`src/rtl/dpk_pkg.sv`:
```
package dpk_pkg;
    typedef enum logic [1:0] {
        CLS_NORM = 2'b00,
        CLS_ZERO = 2'b01,
        CLS_NAN  = 2'b10,
        CLS_INF  = 2'b11
    } opnd_cls_e;

    typedef enum logic [1:0] {
        RMD_NEAR = 2'b00,
        RMD_ZERO = 2'b01,
        RMD_UP   = 2'b10,
        RMD_DOWN = 2'b11
    } rnd_mode_e;
endpackage

```
`src/rtl/dpk_round_step.sv`:
```
module dpk_round_step
    import dpk_pkg::*;
#(
    parameter int W = 57
) (
    input  logic [W-1:0] m_in,
    input  logic         sign,
    input  logic [1:0]   mode,
    output logic [W-1:0] m_out,
    output logic         inexact
);
    logic low_nz;
    logic bump;

    always_comb begin
        low_nz = |m_in[2:0];
        unique case (rnd_mode_e'(mode))
            RMD_NEAR: bump = m_in[2] & ((|m_in[1:0]) | m_in[3]);
            RMD_ZERO: bump = 1'b0;
            RMD_UP:   bump = ~sign & low_nz;
            RMD_DOWN: bump = sign & low_nz;
        endcase
        m_out   = m_in + {{(W-4){1'b0}}, bump, 3'b000};
        inexact = low_nz;
    end
endmodule

```
`src/rtl/dpk_norm_path.sv`:
```
module dpk_norm_path #(
    parameter int MANT_W = 56,
    parameter int FRAC_W = 52,
    parameter int EXPF_W = 11,
    parameter int BE_W   = 15
) (
    input  logic [MANT_W-1:0]      mant,
    input  logic signed [BE_W-1:0] be,
    input  logic                   sign,
    input  logic [1:0]             mode,
    output logic [EXPF_W-1:0]      exp_f,
    output logic [FRAC_W-1:0]      frac_f,
    output logic                   inexact,
    output logic                   ovf
);
    localparam int W    = MANT_W + 1;
    localparam int EMAX = (1 << EXPF_W) - 1;

    logic [W-1:0] m_rnd;
    logic         carry;
    int           be_i;

    dpk_round_step #(.W(W)) u_rnd (
        .m_in    ({1'b0, mant}),
        .sign    (sign),
        .mode    (mode),
        .m_out   (m_rnd),
        .inexact (inexact)
    );

    always_comb begin
        carry = m_rnd[MANT_W];
        be_i  = int'(be) + (carry ? 1 : 0);
        ovf   = 1'b0;
        if (be_i >= EMAX) begin
            if (mant[2]) begin
                exp_f  = '1;
                frac_f = '0;
                ovf    = 1'b1;
            end else begin
                exp_f  = EXPF_W'(EMAX - 1);
                frac_f = '1;
            end
        end else begin
            exp_f  = EXPF_W'(be_i);
            frac_f = carry ? m_rnd[FRAC_W+3:4] : m_rnd[FRAC_W+2:3];
        end
    end

    logic unused_low;
    assign unused_low = ^m_rnd[2:0];
endmodule

```
`src/rtl/dpk_sub_path.sv`:
```
module dpk_sub_path #(
    parameter int MANT_W = 56,
    parameter int FRAC_W = 52,
    parameter int EXPF_W = 11,
    parameter int BE_W   = 15
) (
    input  logic [MANT_W-1:0]      mant,
    input  logic signed [BE_W-1:0] be,
    input  logic                   sign,
    input  logic [1:0]             mode,
    output logic [EXPF_W-1:0]      exp_f,
    output logic [FRAC_W-1:0]      frac_f,
    output logic                   inexact,
    output logic                   ux
);
    int                sh;
    logic [MANT_W-1:0] m_sh;
    logic [MANT_W-1:0] m_rnd;
    logic              rnd_ix;

    always_comb begin
        sh = 1 - int'(be);
        if (sh < 1 || sh > MANT_W) m_sh = '0;
        else                       m_sh = mant >> sh;
    end

    dpk_round_step #(.W(MANT_W)) u_rnd (
        .m_in    (m_sh),
        .sign    (sign),
        .mode    (mode),
        .m_out   (m_rnd),
        .inexact (rnd_ix)
    );

    always_comb begin
        if (sh > MANT_W) begin
            exp_f   = '0;
            frac_f  = '0;
            inexact = 1'b0;
            ux      = 1'b1;
        end else if (m_rnd[MANT_W-1]) begin
            exp_f   = EXPF_W'(1);
            frac_f  = '0;
            inexact = rnd_ix;
            ux      = 1'b0;
        end else begin
            exp_f   = '0;
            frac_f  = m_rnd[FRAC_W+2:3];
            inexact = rnd_ix;
            ux      = 1'b1;
        end
    end

    logic unused_low;
    assign unused_low = ^m_rnd[2:0];
endmodule

```
`src/rtl/dp_round_pack.sv`:
```
module dp_round_pack
    import dpk_pkg::*;
#(
    parameter int IN_EXP_W = 13,
    parameter int EXPF_W   = 11,
    parameter int FRAC_W   = 52
) (
    input  logic                       clk,
    input  logic                       rst_n,
    input  logic                       in_valid,
    input  logic [1:0]                 in_cls,
    input  logic                       in_sign,
    input  logic [IN_EXP_W-1:0]        in_exp,
    input  logic [FRAC_W+3:0]          in_mant,
    input  logic [1:0]                 in_mode,
    output logic                       out_valid,
    output logic [EXPF_W+FRAC_W:0]     out_word,
    output logic                       out_inexact,
    output logic                       out_overflow,
    output logic                       out_underflow
);
    localparam int MANT_W = FRAC_W + 4;
    localparam int WORD_W = 1 + EXPF_W + FRAC_W;
    localparam int BE_W   = IN_EXP_W + 2;
    localparam int BIAS   = (1 << (EXPF_W - 1)) - 1;

    logic signed [BE_W-1:0] be_s;
    logic                   use_norm;

    assign be_s     = $signed({{2{in_exp[IN_EXP_W-1]}}, in_exp}) + $signed(BE_W'(BIAS));
    assign use_norm = !be_s[BE_W-1] && (be_s != '0);

    logic [EXPF_W-1:0] n_exp, s_exp, exp_n;
    logic [FRAC_W-1:0] n_frac, s_frac, frac_n;
    logic              n_ix, n_ovf, s_ix, s_ux;
    logic              ix_n, ov_n, ux_n;

    dpk_norm_path #(.MANT_W(MANT_W), .FRAC_W(FRAC_W), .EXPF_W(EXPF_W), .BE_W(BE_W)) u_norm (
        .mant (in_mant), .be (be_s), .sign (in_sign), .mode (in_mode),
        .exp_f (n_exp), .frac_f (n_frac), .inexact (n_ix), .ovf (n_ovf)
    );

    dpk_sub_path #(.MANT_W(MANT_W), .FRAC_W(FRAC_W), .EXPF_W(EXPF_W), .BE_W(BE_W)) u_sub (
        .mant (in_mant), .be (be_s), .sign (in_sign), .mode (in_mode),
        .exp_f (s_exp), .frac_f (s_frac), .inexact (s_ix), .ux (s_ux)
    );

    always_comb begin
        exp_n  = '0;
        frac_n = '0;
        ix_n   = 1'b0;
        ov_n   = 1'b0;
        ux_n   = 1'b0;
        unique case (opnd_cls_e'(in_cls))
            CLS_ZERO: ;
            CLS_NAN: begin
                exp_n  = '1;
                frac_n = FRAC_W'(1);
            end
            CLS_INF:  exp_n = '1;
            CLS_NORM: begin
                if (use_norm) begin
                    exp_n  = n_exp;
                    frac_n = n_frac;
                    ix_n   = n_ix;
                    ov_n   = n_ovf;
                end else begin
                    exp_n  = s_exp;
                    frac_n = s_frac;
                    ix_n   = s_ix;
                    ux_n   = s_ux;
                end
            end
        endcase
    end

    always_ff @(posedge clk or negedge rst_n) begin
        if (!rst_n) begin
            out_valid     <= 1'b0;
            out_word      <= '0;
            out_inexact   <= 1'b0;
            out_overflow  <= 1'b0;
            out_underflow <= 1'b0;
        end else begin
            out_valid <= in_valid;
            if (in_valid) begin
                out_word      <= {in_sign, exp_n, frac_n};
                out_inexact   <= ix_n;
                out_overflow  <= ov_n;
                out_underflow <= ux_n;
            end
        end
    end

    // result follows request by one clock, sign carried through
    a_r11_valid_follow: assert property (@(posedge clk) disable iff (!rst_n)
        in_valid |=> out_valid);
    a_r11_idle: assert property (@(posedge clk) disable iff (!rst_n)
        !in_valid |=> !out_valid);
    a_r11_sign_kept: assert property (@(posedge clk) disable iff (!rst_n)
        in_valid |=> out_word[WORD_W-1] == $past(in_sign));
    // special tags
    a_r10_nan_pack: assert property (@(posedge clk) disable iff (!rst_n)
        (in_valid && in_cls == CLS_NAN) |=>
        (out_word[FRAC_W +: EXPF_W] == '1 && out_word[FRAC_W-1:0] == FRAC_W'(1)
         && !out_inexact && !out_overflow && !out_underflow));
    a_r10_zero_pack: assert property (@(posedge clk) disable iff (!rst_n)
        (in_valid && in_cls == CLS_ZERO) |=> out_word[WORD_W-2:0] == '0);
    // overflow only ever reports an infinity
    a_r6_ovf_is_inf: assert property (@(posedge clk) disable iff (!rst_n)
        out_overflow |-> (out_word[FRAC_W +: EXPF_W] == '1 && out_word[FRAC_W-1:0] == '0));
    // underflow only with a zero exponent field
    a_r8_ux_exp_zero: assert property (@(posedge clk) disable iff (!rst_n)
        out_underflow |-> out_word[FRAC_W +: EXPF_W] == '0);
    a_r9_flags_excl: assert property (@(posedge clk) disable iff (!rst_n)
        !(out_overflow && out_underflow));
endmodule

```
`config.mk`:
```
export PLATFORM = sky130hd
export DESIGN_NAME = dp_round_pack
export DESIGN_NICKNAME = d
export VERILOG_FILES = /design/src/rtl/dpk_pkg.sv /design/src/rtl/dpk_round_step.sv /design/src/rtl/dpk_norm_path.sv /design/src/rtl/dpk_sub_path.sv /design/src/rtl/dp_round_pack.sv
export SDC_FILE = /design/constraint.sdc
export NUM_CORES = 1
export LEC_CHECK = 0
export ABC_AREA = 0
export BUFFER_PORTS_ARGS = -buffer_cell sky130_fd_sc_hd__buf_2
export CAP_MARGIN = 20
export CORE_ASPECT_RATIO = 1.25
export CORE_UTILIZATION = 43
export DETAILED_ROUTE_END_ITERATION = 8
export PLACE_DENSITY = 0.72
export REMOVE_ABC_BUFFERS = 1
export SLEW_MARGIN = 40
export SYNTH_ARGS = -nofsm -noshare
export SYNTH_HDL_FRONTEND = slang
export SYNTH_SLANG_ARGS = --single-unit
```
`constraint.sdc`:
```
create_clock -name clk -period 1.5 [get_ports clk]
set_clock_uncertainty 0.1 [all_clocks]
set_input_delay 0.3 -clock clk [delete_from_list [all_inputs] [get_ports clk]]
set_output_delay 0.3 -clock clk [all_outputs]
set_load 0.1 [all_outputs]
```
==> results.toml, run 1 <==
[synth]
synthDominantCellAreaShare_pct = 13.7
synthFlopType = "dfrtp_1"
post_synth_instance_area_sq_mm = 0.0125
synth_edf_count = 0
yosysSeqAreaShare_pct = 13.7
synthesis.area_per_instance_sq_um = 7.58
synth.distinct_cells = 105
post_synth_inst_count = 1642
yosys_warnings = 0
synth-seq-cells = 68
synth.top_cells.by_area = "dfrtp_1, mux2i_1, mux4_2, nand2_1, mux2_2"
fraction_of_registers_with_async_set_or_reset_after_synthesis_pct = 100
synthDominantAreaCellType = "dfrtp_1"

[placed_design]
place.gp.congestion = 1.09
place_hpwl_mm = 55.8
dp_cells = 2647
placement.io_buffers = 144
dp_worst_setup_slack_ns = -4.74

[job]
timing.max_cap.violations = 0

[finish]
final_layout_size_suffix_gt1_share_pct = 48.9
n_fill_cell = 2210
sequential_cell_area_sq_mm = 0.00170
multi_input_area_sq_mm = 0.0111
nets = 2445
area_delta_synth_final_pct = 69.7
filler_free_cell_count_of_the_finished_design = 2716

[global_routing]
grt_start_max_net_pins = 47
first_global_vias = 16700
global_route.usage.total_pct = 45.5
globalRouteOverflowTotal = 0
global_route_wire_length_before_repair_mm = 101
antenna_found_initial = 1

[critical_path]
nature_of_the_critical_path_startpoint = "primary input"
cp_data_required_time_ns = 1.66
criticalPathCategory = "in2reg"
crit_path_end_kind = "flop"
critPathArrivalTime_ns = 5.33
critical_path_peak_fanout = 7

[drt]
detail_route.wirelength_mm = 70.0
first_iter_violations = 1717
drtAntennaViolNets = 0
vias_per_cell = 6.39
drt-wirelength-per-cell_um = 25.8
route.vias.total = 17400
detailedRoute.firstPassIterationCount = 5
drc_errors = 0

[status]
run_status = "finished, violations left"
violations = "negative setup slack"

[clock_tree]
clkLatencyLatePin_ns = 0.36
clkTransAtPathRegs_ns = 0.07
root_buffer = "clkbuf_16"
cts_tree = "done"
clock_sink_count = 68
tritoncts.num_buffers = 9
cts_max_level = 3
cts.path.max_buffers = 2

[floorplan]
die-height_um = 192
core_area_sq_mm = 0.0285
rows = 69
die_x_um = 154
num_io_pins = 145
die-area_sq_mm = 0.0296
start_util_pct = 43.7

[pwr]
largest_voltage_drop_on_the_vdd_net_mv = 0.525
pwr_density_cell_mw_per_mm2 = 723
cellLeakagePower_nw = 9.39

[timing]
hold_violations = 0
slew-limit-headroom_pct = 50.2
grt_setup_unrepaired = "true"
tightest_slew_ns = 0.736
period_share_pct = 345
finalSetupViolCount = 66
timing.final.ws_setup_ns = -3.67
finalCriticalPeriod_ns = 5.17
timing_max_transition_violations_final = 0
max_freq_mhz = 193

[hold_path]
hp-class = "in2reg"
final timing paths:
check | endpoint | from | cells past startpoint | slack [ns]
setup / recovery | out_word[37]$_DFFE_PN0P_ | in_exp[0] | 25 | -3.67
hold / removal | out_word[63]$_DFFE_PN0P_ | in_sign | 2 | 0.09
setup reg to reg | out_word[49]$_DFFE_PN0P_ | out_word[49]$_DFFE_PN0P_ | 4 | 0.32
hold reg to reg | out_word[63]$_DFFE_PN0P_ | out_word[63]$_DFFE_PN0P_ | 1 | 0.44
max in group asynchronous | out_word[39]$_DFFE_PN0P_ | rst_n | 3 | 0.43
min in group asynchronous | out_word[63]$_DFFE_PN0P_ | rst_n | 2 | 0.33
flip-flops by register name, summed over array words and instances (netlist names):
name	flops
out_overflow	1
out_underflow	1
out_inexact	1
out_valid	1
out_word	64
cell usage after synthesis (9+ instances only):
master and number:
nor4_1 32, xnor2_1 56, inv_1 36, and4_1 10, mux2_2 50, buf_1 14, o31ai_1 9, o21ai_0 80
and3_1 37, dfrtp_1 68, nor2b_1 9, ha_1 13, mux4_2 30, o2bb2ai_1 27, xor2_1 58, or3_1 11
nor3_1 58, o32ai_1 18, nor2_1 137, buf_4 10, a21o_1 9, mux2i_1 111, a21oi_1 103, nand4_1 33
or4_1 11, o22ai_1 11, clkbuf_1 68, nand2_1 180, buf_2 36, and2_1 10, nand3_1 78, o211ai_1 14
a211oi_1 14
through the flow:
step / instance area, sq um / TNS, ns / hold WS, ns / util, % / power, mW
3_3_place_gp: 18900 / -283.50 / 0.165 / 66.3 / 11.7
4_1_cts: 20200 / -220.69 / 0.0856 / 70.8 / 14.6
5_1_grt: 21100 / -231.37 / 0.0949 / 74.1 / 15.7
2_1_floorplan: 11700 / -565.48 / -0.0956 / - / 6.69
3_5_place_dp: 18900 / -295.31 / 0.166 / 66.3 / 11.7
6_report: 21100 / -222.68 / 0.0865 / 74.2 / 15.3
worst max-delay path: stages:
cell and delay, ns:
buf_12 0.09, inv_6 0.04, ha_4 0.16, xor2_2 0.20, inv_2 0.08, ha_4 0.19, xnor2_4 0.16, xnor2_4 0.28
mux4_2 0.59, mux2i_2 0.21, nand2_1 0.10, o21ai_2 0.10, nand2_2 0.08, a311oi_2 0.30, o21ai_1 0.14, a211oi_2 0.27
ha_2 0.23, inv_2 0.05, buf_6 0.10, or3_4 0.33, or3_4 0.47, nor3_1 0.29, xnor2_1 0.17, o22ai_1 0.11
o32ai_1 0.25
timing repair:
action,in CTS,in global routing
hold endpoints to repair,10,0
pin swaps,43,94
hold buffers,1,0
cloned,0,2
endpoints found under the setup margin,68,66
resized for setup,164,151
setup buffers,31,21
metal layers:
metal  up-vias  global-route usage, %  wire, um
met1      8365                   54.5     26500
li1       7616                      -         -
met3       313                   8.69      6090
met2      1060                   74.5     32100
met5         -                      0         0
met4         0                   29.9      5290
report_power, final:
part / internal [mW] / switching [mW] / total (mW)
clock network: 1.31 / 1.04 / 2.36
logic: 4.78 / 6.00 / 10.8
registers: 1.97 / 0.170 / 2.14
total: 8.06 / 7.21 / 15.3
cells by family (layout without fill, tap and decap cells):
family | after synthesis | in the layout | synth area share [%]
and+or+nand+nor | 668 | 668 | 27.6
AOI/OAI and AO/OA | 401 | 401 | 22.3
muxes | 196 | 196 | 19.6
buffers and inverters | 178 | 896 | 6.83
xor gates and xnor gates | 118 | 118 | 8.72
DFF | 68 | 68 | 13.7
adders and majority gates | 13 | 13 | 1.31
other | 0 | 1 | 0
layout make-up:
| class | instances | share of cell area (%) |
|---|---|---|
| Clock inverter | 7 | 0.379 |
| Multi-Input combinational cell | 1396 | 52.6 |
| Antenna cell | 1 | 0.0118 |
| Timing Repair Buffer | 842 | 35.1 |
| Tap cell | 355 | 2.10 |
| Sequential cell | 68 | 8.05 |
| Clock buffer | 9 | 1.07 |
| Inverter | 38 | 0.746 |
layout by cell type, fill, tap and decap left out, types with 9 or more instances in the layout:
| cell | instances |
|---|---|
| buf_4 | 642 |
| nand2_1 | 168 |
| nor2_1 | 128 |
| mux2i_1 | 107 |
| a21oi_1 | 89 |
| buf_12 | 81 |
| nand3_1 | 74 |
| buf_2 | 70 |
| dfrtp_1 | 68 |
| o21ai_0 | 60 |
| xor2_1 | 55 |
| xnor2_1 | 52 |
| mux2_2 | 47 |
| nor3_1 | 46 |
| buf_6 | 38 |
| nand4_1 | 33 |
| and3_1 | 32 |
| mux4_2 | 31 |
| inv_1 | 30 |
| o2bb2ai_1 | 25 |
| nor4_1 | 17 |
| nor4_4 | 15 |
| o211ai_1 | 14 |
| o21ai_1 | 13 |
| a211oi_1 | 13 |
| a21oi_2 | 13 |
| o21ai_2 | 12 |
| o32ai_2 | 12 |
| nor3_2 | 11 |
| clkbuf_16 | 11 |
| and4_1 | 10 |
| a21o_1 | 9 |
| nand2_2 | 9 |
(Power assumes the default switching activity.)
==> run 2: changes to the inputs <==
- PLACE_DENSITY: 0.72 -> not set
==> run 2 against run 1 <==
The flow still finishes with violations (negative setup slack); total power fell by 1.5%; count of clock-buffer cells in the layout is the same; sequential cell count stayed put; critical path type unchanged; core utilization down 0.73 points.
==> results.toml, run 2 (same netlist as run 1, synthesis figures left out) <==
[critical_path]
r2r_cells = 3
nature_of_the_critical_path_startpoint = "primary input"
critPathMostFrequentCell = "buf_4"
critPathArrivalTime_ns = 5.52
criticalPathCategory = "in2reg"
critical_path.slowest_cell = "mux4_2"
critical-path-max-stage-delay_ns = 0.58
crit_path_end_kind = "flop"
cp_data_required_time_ns = 1.66
critical_path_peak_fanout = 4

[finish]
final_layout_size_suffix_gt1_share_pct = 48.0
most_frequent_cells_in_the_layout = "buf_4, nand2_1, nor2_1"
area_delta_synth_final_pct = 68.0
nets = 2458
largest_register_ff_count = 64
most_common_cell_after_layout_fill_and_taps_aside = "buf_4"
largest-register = "out_word"
stdcell_area_sq_mm = 0.0209

[floorplan]
rows = 69
core_area_sq_mm = 0.0285
die-area_sq_mm = 0.0296
die_x_um = 154
start_util_pct = 43.7
die-height_um = 192
num_io_pins = 145

[drt]
dr_wl_met3_mm = 6.56
drc_errors = 0
highest-signal-layer = "met4"
met1Wirelength_mm = 25.5
route.vias.total = 17400
first_iter_violations = 2042
detail_route.wirelength_mm = 68.7
vias_per_cell = 6.37
drt-wirelength-per-cell_um = 25.2
detailedRoute.firstPassIterationCount = 6
detailroute.wirelength.met2_mm = 31.5
drtAntennaViolNets = 0

[placed_design]
place_hpwl_mm = 54.2
placement.io_buffers = 144
place.gp.congestion = 1.07
standard_cell_area_after_detailed_placement_sq_mm = 0.0190

[status]
violations = "negative setup slack"
run_status = "finished, violations left"

[timing]
period_share_pct = 357
timing.final.ws_setup_ns = -3.86
final.hold.worst_slack_ns = 0.0856
finalCriticalPeriod_ns = 5.36
timing_max_transition_violations_final = 0
tightest_slew_ns = 0.772
hold_violations = 0
finalSetupViolCount = 66
max_freq_mhz = 187
grt_setup_unrepaired = "true"
slew-limit-headroom_pct = 48.2

[global_routing]
global_route_wire_length_before_repair_mm = 101
first_global_vias = 16800
grt_start_max_net_pins = 51
globalRouteOverflowTotal = 0
antenna_found_initial = 0
global_route.usage.total_pct = 45.5

[pwr]
cellLeakagePower_nw = 9.25
post-layout-total-power_mw = 15.0
pwr_density_cell_mw_per_mm2 = 719
largest_voltage_drop_on_the_vdd_net_mv = 0.625

[clock_tree]
tritoncts.num_buffers = 9
clkTransAtPathRegs_ns = 0.07
cts.path.max_buffers = 2
clkLatencyLatePin_ns = 0.36
root_buffer = "clkbuf_16"
cts_tree = "done"
cts_max_level = 3
clock_sink_count = 68

[job]
timing.max_cap.violations = 0

[hold_path]
hold_path_depth = 2
hp-class = "in2reg"
-- run 2: final timing paths --
| kind | from | to | slack (ns) |
|---|---|---|---|
| setup reg to reg | out_inexact$_DFFE_PN0P_ | out_inexact$_DFFE_PN0P_ | 0.36 |
| setup / recovery | in_exp[0] | out_word[29]$_DFFE_PN0P_ | -3.86 |
| hold reg to reg | out_word[63]$_DFFE_PN0P_ | out_word[63]$_DFFE_PN0P_ | 0.43 |
| max in group asynchronous | rst_n | out_word[8]$_DFFE_PN0P_ | 0.39 |
| hold / removal | in_sign | out_word[63]$_DFFE_PN0P_ | 0.09 |
| min in group asynchronous | rst_n | out_word[59]$_DFFE_PN0P_ | 0.35 |
-- run 2: power by group --
part	total [mW]	internal, mW	switching [mW]	leakage (nW)
Clock	2.33	1.31	1.02	0.143
Sequential	2.14	1.97	0.165	0.886
Combinational	10.6	4.68	5.88	8.22
Total	15.0	7.97	7.07	9.25
-- run 2: layout make-up --
class / count / area (sq um)
Antenna cell: 1 / 2.50
Clock buffer: 9 / 225
Clock inverter: 7 / 80.1
Fill cell: 2238 / 7570
Inverter: 38 / 158
Multi-Input combinational cell: 1396 / 10800
Sequential cell: 68 / 1700
Tap cell: 355 / 444
Timing Repair Buffer: 855 / 7480
-- run 2: layer usage --
layer | GRT usage [%] | up-vias
li1 | - | 7645
met1 | 53.7 | 8351
met2 | 74.7 | 1077
met3 | 10.6 | 303
met4 | 28.9 | 0
met5 | 0 | -
-- run 2: through the flow --
step | setup slack (ns) | setup TNS, ns | cells | util (%)
floorplan | -9.75 | -565.48 | 1502 | -
global placement | -4.63 | -286.53 | 2654 | 66.6
detailed placement | -4.72 | -292.91 | 2656 | 66.6
finish | -3.86 | -232.59 | 2729 | 73.4
global route | -4.09 | -248.62 | 2728 | 73.4
CTS | -3.76 | -227.92 | 2722 | 72.0
-- run 2: worst max-delay path: cells and delay by family --
| family | cells | cell delay [ns] |
|---|---|---|
| buffers and inverters | 23 | 2.70 |
| multiplexers | 2 | 0.79 |
| XOR/XNOR | 4 | 0.69 |
| AND/OR/NAND/NOR | 3 | 0.36 |
| AO/OA/AOI/OAI | 2 | 0.34 |
| adder cells (fa/ha/maj) | 2 | 0.32 |
-- run 2: timing repair --
| item | CTS | global route |
|---|---|---|
| resized for setup | 182 | 81 |
| gates cloned | 3 | 0 |
| buffers inserted | 51 | 9 |
| endpoints found under the setup margin | 68 | 66 |
| endpoints found under the hold margin | 9 | 0 |
| pin swaps | 79 | 51 |
| hold buffers | 1 | 0 |
